--- src/rtl/ea_pkg.sv ---
package ea_pkg;

    localparam int unsigned EA_AW        = 32;
    localparam int unsigned EA_DW        = 16;
    localparam int unsigned EA_SCALE_W   = 3;
    localparam int unsigned EA_SIZE_W    = 2;
    localparam int unsigned EA_MAX_SHIFT = 4;

    typedef enum logic [2:0] {
        AM_DIRECT   = 3'd0,
        AM_REGIND   = 3'd1,
        AM_POSTINC  = 3'd2,
        AM_PREDEC   = 3'd3,
        AM_DISP     = 3'd4,
        AM_SCALED   = 3'd5,
        AM_SCALED_D = 3'd6,
        AM_PCREL    = 3'd7
    } am_mode_e;

    typedef struct packed {
        am_mode_e                mode;
        logic [EA_SCALE_W-1:0]   scale;
        logic [EA_SIZE_W-1:0]    size;
        logic [EA_AW-1:0]        base;
        logic [EA_AW-1:0]        index;
        logic [EA_DW-1:0]        disp;
        logic [EA_AW-1:0]        abs_addr;
        logic [EA_AW-1:0]        pc;
    } ea_req_t;

    typedef struct packed {
        logic [EA_AW-1:0] ea;
        logic             wb_en;
        logic [EA_AW-1:0] wb_val;
        logic             err;
    } ea_res_t;

    function automatic logic [EA_AW-1:0] sext_disp(input logic [EA_DW-1:0] d);
        return {{(EA_AW-EA_DW){d[EA_DW-1]}}, d};
    endfunction

    function automatic logic is_auto_modify(input am_mode_e m);
        return (m == AM_POSTINC) || (m == AM_PREDEC);
    endfunction

endpackage

--- src/rtl/ea_scaler.sv ---
module ea_scaler
    import ea_pkg::*;
#(
    parameter int unsigned AW        = EA_AW,
    parameter int unsigned SW        = EA_SCALE_W,
    parameter int unsigned MAX_SHIFT = EA_MAX_SHIFT
) (
    input  logic [AW-1:0] idx,
    input  logic [SW-1:0] sel,
    output logic [AW-1:0] scaled,
    output logic          bad
);
    localparam int unsigned NCAND = MAX_SHIFT + 1;

    logic [AW-1:0] cand [NCAND];

    for (genvar k = 0; k < NCAND; k++) begin : g_cand
        assign cand[k] = idx << k;
    end

    always_comb begin
        scaled = '0;
        bad    = 1'b1;
        for (int k = 0; k < NCAND; k++) begin
            if (sel == SW'(k)) begin
                scaled = cand[k];
                bad    = 1'b0;
            end
        end
    end
endmodule

--- src/rtl/ea_step_gen.sv ---
module ea_step_gen
    import ea_pkg::*;
#(
    parameter int unsigned AW = EA_AW,
    parameter int unsigned ZW = EA_SIZE_W
) (
    input  logic [ZW-1:0] size,
    output logic [AW-1:0] step
);
    localparam int unsigned NSTEP = 1 << ZW;

    logic [AW-1:0] tbl [NSTEP];

    for (genvar s = 0; s < NSTEP; s++) begin : g_step
        assign tbl[s] = AW'(1) << s;
    end

    assign step = tbl[size];
endmodule

--- src/rtl/ea_addr_calc.sv ---
module ea_addr_calc
    import ea_pkg::*;
(
    input  ea_req_t          req,
    input  logic [EA_AW-1:0] scaled_idx,
    input  logic             scale_bad,
    input  logic [EA_AW-1:0] step,
    output ea_res_t          res
);
    logic [EA_AW-1:0] dx;
    logic [EA_AW-1:0] base_plus_idx;
    logic [EA_AW-1:0] base_inc;
    logic [EA_AW-1:0] base_dec;

    assign dx            = sext_disp(req.disp);
    assign base_plus_idx = req.base + scaled_idx;
    assign base_inc      = req.base + step;
    assign base_dec      = req.base - step;

    always_comb begin
        res = '0;
        if (scale_bad) begin
            res.err = 1'b1;
        end else begin
            unique case (req.mode)
                AM_DIRECT:   res.ea = req.abs_addr;
                AM_REGIND:   res.ea = req.base;
                AM_POSTINC: begin
                    res.ea     = req.base;
                    res.wb_en  = 1'b1;
                    res.wb_val = base_inc;
                end
                AM_PREDEC: begin
                    res.ea     = base_dec;
                    res.wb_en  = 1'b1;
                    res.wb_val = base_dec;
                end
                AM_DISP:     res.ea = req.base + dx;
                AM_SCALED:   res.ea = base_plus_idx;
                AM_SCALED_D: res.ea = base_plus_idx + dx;
                AM_PCREL:    res.ea = req.pc + dx;
                default:     res.ea = '0;
            endcase
        end
    end

    always_comb begin
        if (!scale_bad && !is_auto_modify(req.mode))
            a_nowb_r11: assert (!res.wb_en && res.wb_val == '0);
    end
endmodule

--- src/rtl/ea_gen.sv ---
module ea_gen
    import ea_pkg::*;
(
    input  logic                  clk,
    input  logic                  rst,
    input  logic                  in_valid,
    output logic                  in_ready,
    input  logic [2:0]            mode,
    input  logic [EA_SCALE_W-1:0] scale,
    input  logic [EA_SIZE_W-1:0]  size,
    input  logic [EA_AW-1:0]      base,
    input  logic [EA_AW-1:0]      index,
    input  logic [EA_DW-1:0]      disp,
    input  logic [EA_AW-1:0]      abs_addr,
    input  logic [EA_AW-1:0]      pc,
    output logic                  out_valid,
    input  logic                  out_ready,
    output logic [EA_AW-1:0]      ea,
    output logic                  wb_en,
    output logic [EA_AW-1:0]      wb_val,
    output logic                  err
);
    ea_req_t          req;
    ea_res_t          res_d;
    ea_res_t          res_q;
    logic             valid_q;
    logic [EA_AW-1:0] scaled_idx;
    logic             scale_bad;
    logic [EA_AW-1:0] step;
    logic             accept;

    assign req.mode     = am_mode_e'(mode);
    assign req.scale    = scale;
    assign req.size     = size;
    assign req.base     = base;
    assign req.index    = index;
    assign req.disp     = disp;
    assign req.abs_addr = abs_addr;
    assign req.pc       = pc;

    ea_scaler u_scaler (
        .idx    (req.index),
        .sel    (req.scale),
        .scaled (scaled_idx),
        .bad    (scale_bad)
    );

    ea_step_gen u_step (
        .size (req.size),
        .step (step)
    );

    ea_addr_calc u_calc (
        .req        (req),
        .scaled_idx (scaled_idx),
        .scale_bad  (scale_bad),
        .step       (step),
        .res        (res_d)
    );

    assign in_ready = !valid_q || out_ready;
    assign accept   = in_valid && in_ready;

    always_ff @(posedge clk) begin
        if (rst) begin
            valid_q <= 1'b0;
            res_q   <= '0;
        end else if (accept) begin
            valid_q <= 1'b1;
            res_q   <= res_d;
        end else if (out_ready) begin
            valid_q <= 1'b0;
        end
    end

    assign out_valid = valid_q;
    assign ea        = res_q.ea;
    assign wb_en     = res_q.wb_en;
    assign wb_val    = res_q.wb_val;
    assign err       = res_q.err;

    p_reset_r13: assert property (@(posedge clk)
        rst |=> !out_valid && !wb_en && !err && ea == '0);

    p_accept_r12: assert property (@(posedge clk) disable iff (rst)
        in_valid && in_ready |=> out_valid);

    p_hold_r12: assert property (@(posedge clk) disable iff (rst)
        out_valid && !out_ready |=> out_valid && $stable(ea) && $stable(wb_en)
                                    && $stable(wb_val) && $stable(err));

    p_err_nowb_r10: assert property (@(posedge clk) disable iff (rst)
        in_valid && in_ready && scale > 3'd4 |=> err && !wb_en && ea == '0);

    p_predec_r4: assert property (@(posedge clk) disable iff (rst)
        in_valid && in_ready && mode == 3'd3 && scale <= 3'd4
        |=> wb_en && wb_val == ea);

    p_postinc_r3: assert property (@(posedge clk) disable iff (rst)
        in_valid && in_ready && mode == 3'd2 && scale <= 3'd4
        |=> wb_en && (wb_val - ea) == (EA_AW'(1) << $past(size)));

    p_nowb_r11: assert property (@(posedge clk) disable iff (rst)
        in_valid && in_ready && mode != 3'd2 && mode != 3'd3 |=> !wb_en);
endmodule

--- config.mk ---
export PLATFORM = sky130hd
export DESIGN_NAME = ea_gen
export DESIGN_NICKNAME = d
export VERILOG_FILES = /design/src/rtl/ea_pkg.sv /design/src/rtl/ea_scaler.sv /design/src/rtl/ea_step_gen.sv /design/src/rtl/ea_addr_calc.sv /design/src/rtl/ea_gen.sv
export SDC_FILE = /design/constraint.sdc
export NUM_CORES = 1
export LEC_CHECK = 0
export BUFFER_PORTS_ARGS = -buffer_cell sky130_fd_sc_hd__buf_4
export CORE_MARGIN = 2
export CORE_UTILIZATION = 45
export DETAILED_ROUTE_END_ITERATION = 8
export PLACE_DENSITY = 0.71
export SLEW_MARGIN = 20
export SYNTH_ARGS = -nofsm -noshare
export SYNTH_HDL_FRONTEND = slang
export SYNTH_SLANG_ARGS = --single-unit
--- constraint.sdc ---
create_clock -name clk -period 6.5 [get_ports clk]
set_input_delay 0.325 -clock clk [delete_from_list [all_inputs] [get_ports clk]]
set_output_delay 0.325 -clock clk [all_outputs]
set_load 0.02 [all_outputs]
After elaboration in Yosys (flattened, before gate mapping)

Index checks and enable logic that the tools add are counted.
Widths: inputs -> output; s select.

Flip-flop bits (word level): 67
Output and inout port bits: 68
Input bits: 156
Logic and storage cells: 50

$lt $le $gt $ge: 1
Equality and inequality tests: 11
Mux-type cells: 19
Bitwise operators: 1
Add/subtract/negate cells: 6
Reductions and logical operators: 7

Operators by type and width:

| operator           | number |
|---|---|
| $mux 32            | 7 |
| $pmux 32 s7        | 1 |
| $add 32x32->32     | 5 |
| $pmux 33 s2        | 1 |
| $mux 65            | 1 |
| $bmux 32 s2        | 1 |
| $sub 32x32->32     | 1 |
| $eq 3x3->1 const B | 5 |
| $eq 3x2->1 const B | 4 |
| $mux 1             | 8 |
| $eq 3x1->1 const B | 2 |
| $logic_not 3->1    | 2 |
| $ge 3x3->1 const B | 1 |
| $not 2->3          | 1 |
| $reduce_bool 2->1  | 1 |
| $reduce_or 2->1    | 1 |
| $logic_and 1x1->1  | 1 |
| $logic_not 1->1    | 1 |
| $logic_or 1x1->1   | 1 |

Depth between registers and ports, before layout

Depth after elaboration: 10
Mapped depth: 30
Mapped depth without buffers: 28

Cells and area by module

Synthesis repeated with hierarchy kept, for this count alone.

Cells, all modules: 1857
Area, all modules: 13992.2 sq um

Modules (own cells, without submodules):

| module       | sequential area each (sq um) | instances | cells an instance | area an instance (sq um) |
|---|---|---|---|---|
| ea_addr_calc | 0.0                          | 1         | 1375              | 8869.8 |
| ea_gen       | 1341.3                       | 1         | 305               | 3575.9 |
| ea_scaler    | 0.0                          | 1         | 144               | 1306.3 |
| ea_step_gen  | 0.0                          | 1         | 33                | 240.2 |

Worst setup path before layout

No wires, ideal clock.

Path type: input to register
From: input port scale[2]
To: register res_q (netlist bit ea[31])
Buffers on the path: 3
Data arrival time: 5.661 ns
Library setup time: 0.087 ns
Stages on the path: 26
Slack: 0.751 ns
Data required time: 6.413 ns
Cells stage by stage: clkbuf_1 > buf_1 > buf_1 > a21oi_1 > o22a_1 > ha_1 > a21oi_1 > o21ai_0 > o311a_1 > nand2b_1 > a21o_1 > a21o_1 > a21oi_1 > xnor2_1 > mux2i_1 > o21ai_0 > ha_1 > and4_1 > a221o_1 > a41oi_1 > o31ai_1 > a41o_1 > o41ai_1 > xnor2_1 > xnor2_1 > o31ai_1

Longest elaborated chain between the ends: 10
Elaborated cells on any way between the ends: 19
Classes of those cells: 2 x add/sub; 4 x eq/ne; 12 x mux; 1 x reduce/logical

RTL lines:

| what                  | RTL line           | text |
|---|---|---|
| from (decl)           | ea_gen.sv:9        | `input logic [EA_SCALE_W-1:0] scale,` |
| $logic_not 3->1       | ea_scaler.sv:25    | `if (sel == SW'(k)) begin` |
| $mux 32 (5 in series) | ea_scaler.sv:25    |  |
| $add 32x32->32        | ea_addr_calc.sv:16 | `assign base_plus_idx = req.base + scaled_idx;` |
| $add 32x32->32        | ea_addr_calc.sv:40 | `AM_SCALED_D: res.ea = base_plus_idx + dx;` |
| $pmux 32 s7           | ea_addr_calc.sv:25 | `unique case (req.mode)` |
| $mux 65 *             | ea_addr_calc.sv:22 | `if (scale_bad) begin` |
| to (signal assigned)  | ea_gen.sv:70       | `res_q <= res_d;` |
| to (decl)             | ea_gen.sv:25       | `ea_res_t res_q;` |

Every way passes the cells marked *; elsewhere a longest branch is shown, timed or not.
A chain may end at the register's enable or synchronous reset.

Worst setup path in the final report

From: input port scale[0]
To: register res_q (netlist bit ea[31])

The elaborated chain is that of the path after synthesis.

==> out/metrics.yaml <==
syn_area_um2: 9830
drcViolationCount: 0
drive_gt1_share_pct: 17.1
antenna_found_initial: 0
leakage_nw: 5.29
min_to: "out_valid$_SDFFE_PP0P_"
grt-ovfl-total: 0
hold_depth: 3
antenna_cells: 0
slew_viol_final: 0
cp-end-kind: "flop"
post-place-ws_ns: 0.176
wirelength_mm: 37.9
clk_pin_slew_ns: 0.06
async_reset_ff_share_pct: 0
synthFlopType: "dfxtp_1"
initial_core_util_pct: 45.5
die_h_um: 152
num_io_pins: 224
cts_setup_buffers: 0
syn_to_final_growth_pct: 22.0
setup_viol: 0
critPathSlowestCell: "o31ai_1"
numCtsBuffers: 9
vdd_drop_max_mv: 0.132
hpwl_mm: 29.6
num-nets-final: 1862
nFillCells: 2225
yosysMostFrequentCell: "a21oi_1"
ys_ff_latch: 67
worst_pin_slew_ns: 0.831
clockRootBuffer: "clkbuf_16"
die-area_um2: 23000
status: "complete, no violations"
grtUsageTotal_pct: 31.6
hold_violations: 0
yosys.area.top_type: "dfxtp_1"
cap_violations: 0
grt_pass1_wl_mm: 59.3
syn_nets: 1706
crit_buf_inv: 2
pwr_density_cell_nw_per_um2: 167
r2r_cells: 8
synth_top_cells_by_area: "dfxtp_1, ha_1, a21oi_1"
fp.dieW_um: 152
gp_congestion: 0.945
place_inst: 1896
cts_buffer_depth: 2
max_stage_delay_ns: 0.54
critPathRequiredTime_ns: 6.76
crit_path_start_kind: "input pin"
clk_latency_ns: 0.34
yosysWarningCount: 0
r2r_slack_ns: 4.43
r2r_start: "out_valid$_SDFFE_PP0P_"
synth-edff-count: 0
rsz0062_at_grt: "false"
ys_seq_area_share_pct: 13.6
fin_skew_ns: 0.0101
fmax_mhz: 166
holdCritPathClass: "in2reg"
synth.avg_cell_area_um2: 6.68
syn_inst: 1471
fin_ws_ns: 0.471
reg2reg_to: "ea[31]$_SDFFE_PP0P_"
fin_setup_tns_ns: 0
core_area_um2: 21600
numPortBuffers: 223
critical_path.max_fanout: 28
startpoint: "scale[0]"
finalNonFillerCells: 1910
firstDrtPassIters: 6
critical_path_arrival_ns: 6.28
period_share_pct: 92.8
crit_family: "compound AO/OA/AOI/OAI gates"
tritoncts: "built"
cts_sinks: 67
relSlewSlack_pct: 44.4
viasPerCell: 6.14
antenna_left: 0
yosysUniqueCellTypes: 74
layout_min_cycle_time_ns: 6.03
synth_top_cell_area_share_pct: 13.6
min_from: "in_valid"
crit_type: "in2reg"
wl_per_cell_um: 19.9
grt_pass1_vias: 11000
rows: 54
ys_top_cells_by_count: "a21oi_1, nand2_1, nor2_1, o21ai_0, clkbuf_1"
drt_iter0_markers: 1017
grt_max_degree: 53
htreeDepth: 3
num_vias: 11700
layer usage:
metal | vias up | wire length, µm | track usage (%)
met2 | 501 | 18600 | 55.4
li1 | 5682 | - | -
met5 | - | 0 | 0
met3 | 87 | 2440 | 4.02
met1 | 5465 | 15500 | 39.4
met4 | 0 | 1390 | 12.0
worst register-to-register path, cell delays in order, from the launching register on:
cell and delay (ns):
dfxtp_1 0.32, nand2b_1 0.13, nand2_2 0.10, buf_4 0.51, a21o_1 0.27, nor2_1 0.06, buf_4 0.23, a32oi_1 0.24
o31ai_1 0.09
layout make-up:
cell class	instances	area (µm²)	area share, %
clock inverter	2	60.1	0.501
sequential	67	1340	11.2
tap	280	350	2.92
timing repair buffer	247	1870	15.6
clock buffer	12	256	2.14
multi-input combinational	1244	7900	65.9
inverter	58	218	1.82
kinds of logic after synthesis:
group / Yosys count / synth area share [%]
AND/OR/NAND/NOR: 476 / 22.3
flip-flops: 67 / 13.6
buffers and inverters: 160 / 6.22
adder cells (fa/ha/maj): 82 / 10.7
XOR/XNOR: 92 / 8.20
multiplexers: 37 / 3.81
AO/OA/AOI/OAI: 557 / 35.1
sequential cells by signal, summed over array words and instances (netlist names):
signal and count:
ea 32, err 1, out_valid 1, wb_en 1
wb_val 32
per-stage QoR:
stage	power, mW	hold WS, ns	util (%)	area (µm²)
floorplan	1.12	0.454	-	9830
global placement	1.47	0.437	53.9	11700
detailed placement	1.47	0.441	53.9	11700
CTS	2.00	0.254	55.4	12000
global route	2.13	0.271	55.5	12000
finish	2.01	0.266	55.5	12000
placed cells by master, fill, tap and decap left out, types with 4 or more instances in the layout:
master / count
a32oi_1: 4
a221o_1: 5
nand3_1: 31
a22oi_1: 31
nor4_1: 8
nand2b_1: 34
o21ai_0: 142
o221ai_1: 5
mux2i_1: 34
nor3_1: 41
o21bai_1: 5
a21o_1: 35
inv_1: 57
and3_1: 8
clkbuf_16: 9
o31ai_1: 8
o21a_1: 6
a211oi_1: 23
o22ai_1: 22
nand2_1: 155
a21oi_1: 174
o32ai_1: 4
nor2b_1: 9
dfxtp_1: 67
o211ai_1: 11
nand4_1: 8
ha_1: 75
a21boi_0: 4
nor2_1: 145
a221oi_1: 13
buf_4: 246
or3_1: 9
fa_1: 4
a31oi_1: 18
xnor2_1: 60
o22a_1: 16
xor2_1: 32
power breakdown:
part	total (mW)	switching [mW]	internal, mW	leakage [nW]
combinational	1.04	0.617	0.422	4.59
clock	0.526	0.174	0.352	0.155
sequential	0.441	0.0112	0.430	0.545
what timing repair did:
item,CTS,global route
gates resized for setup,0,3
hold buffers,0,0
setup endpoints to repair,0,3
worst max-delay path by stage:
stage,to,slack [ns],cells after the start
final,ea[31]$_SDFFE_PP0P_,0.47,26
after global routing,ea[27]$_SDFFE_PP0P_,0.02,27
after detailed placement,ea[27]$_SDFFE_PP0P_,0.18,27
after floorplan,ea[31]$_SDFFE_PP0P_,0.75,26
after global placement,ea[27]$_SDFFE_PP0P_,0.22,27
after CTS,ea[27]$_SDFFE_PP0P_,0.51,27
(Power assumes the default switching activity.)
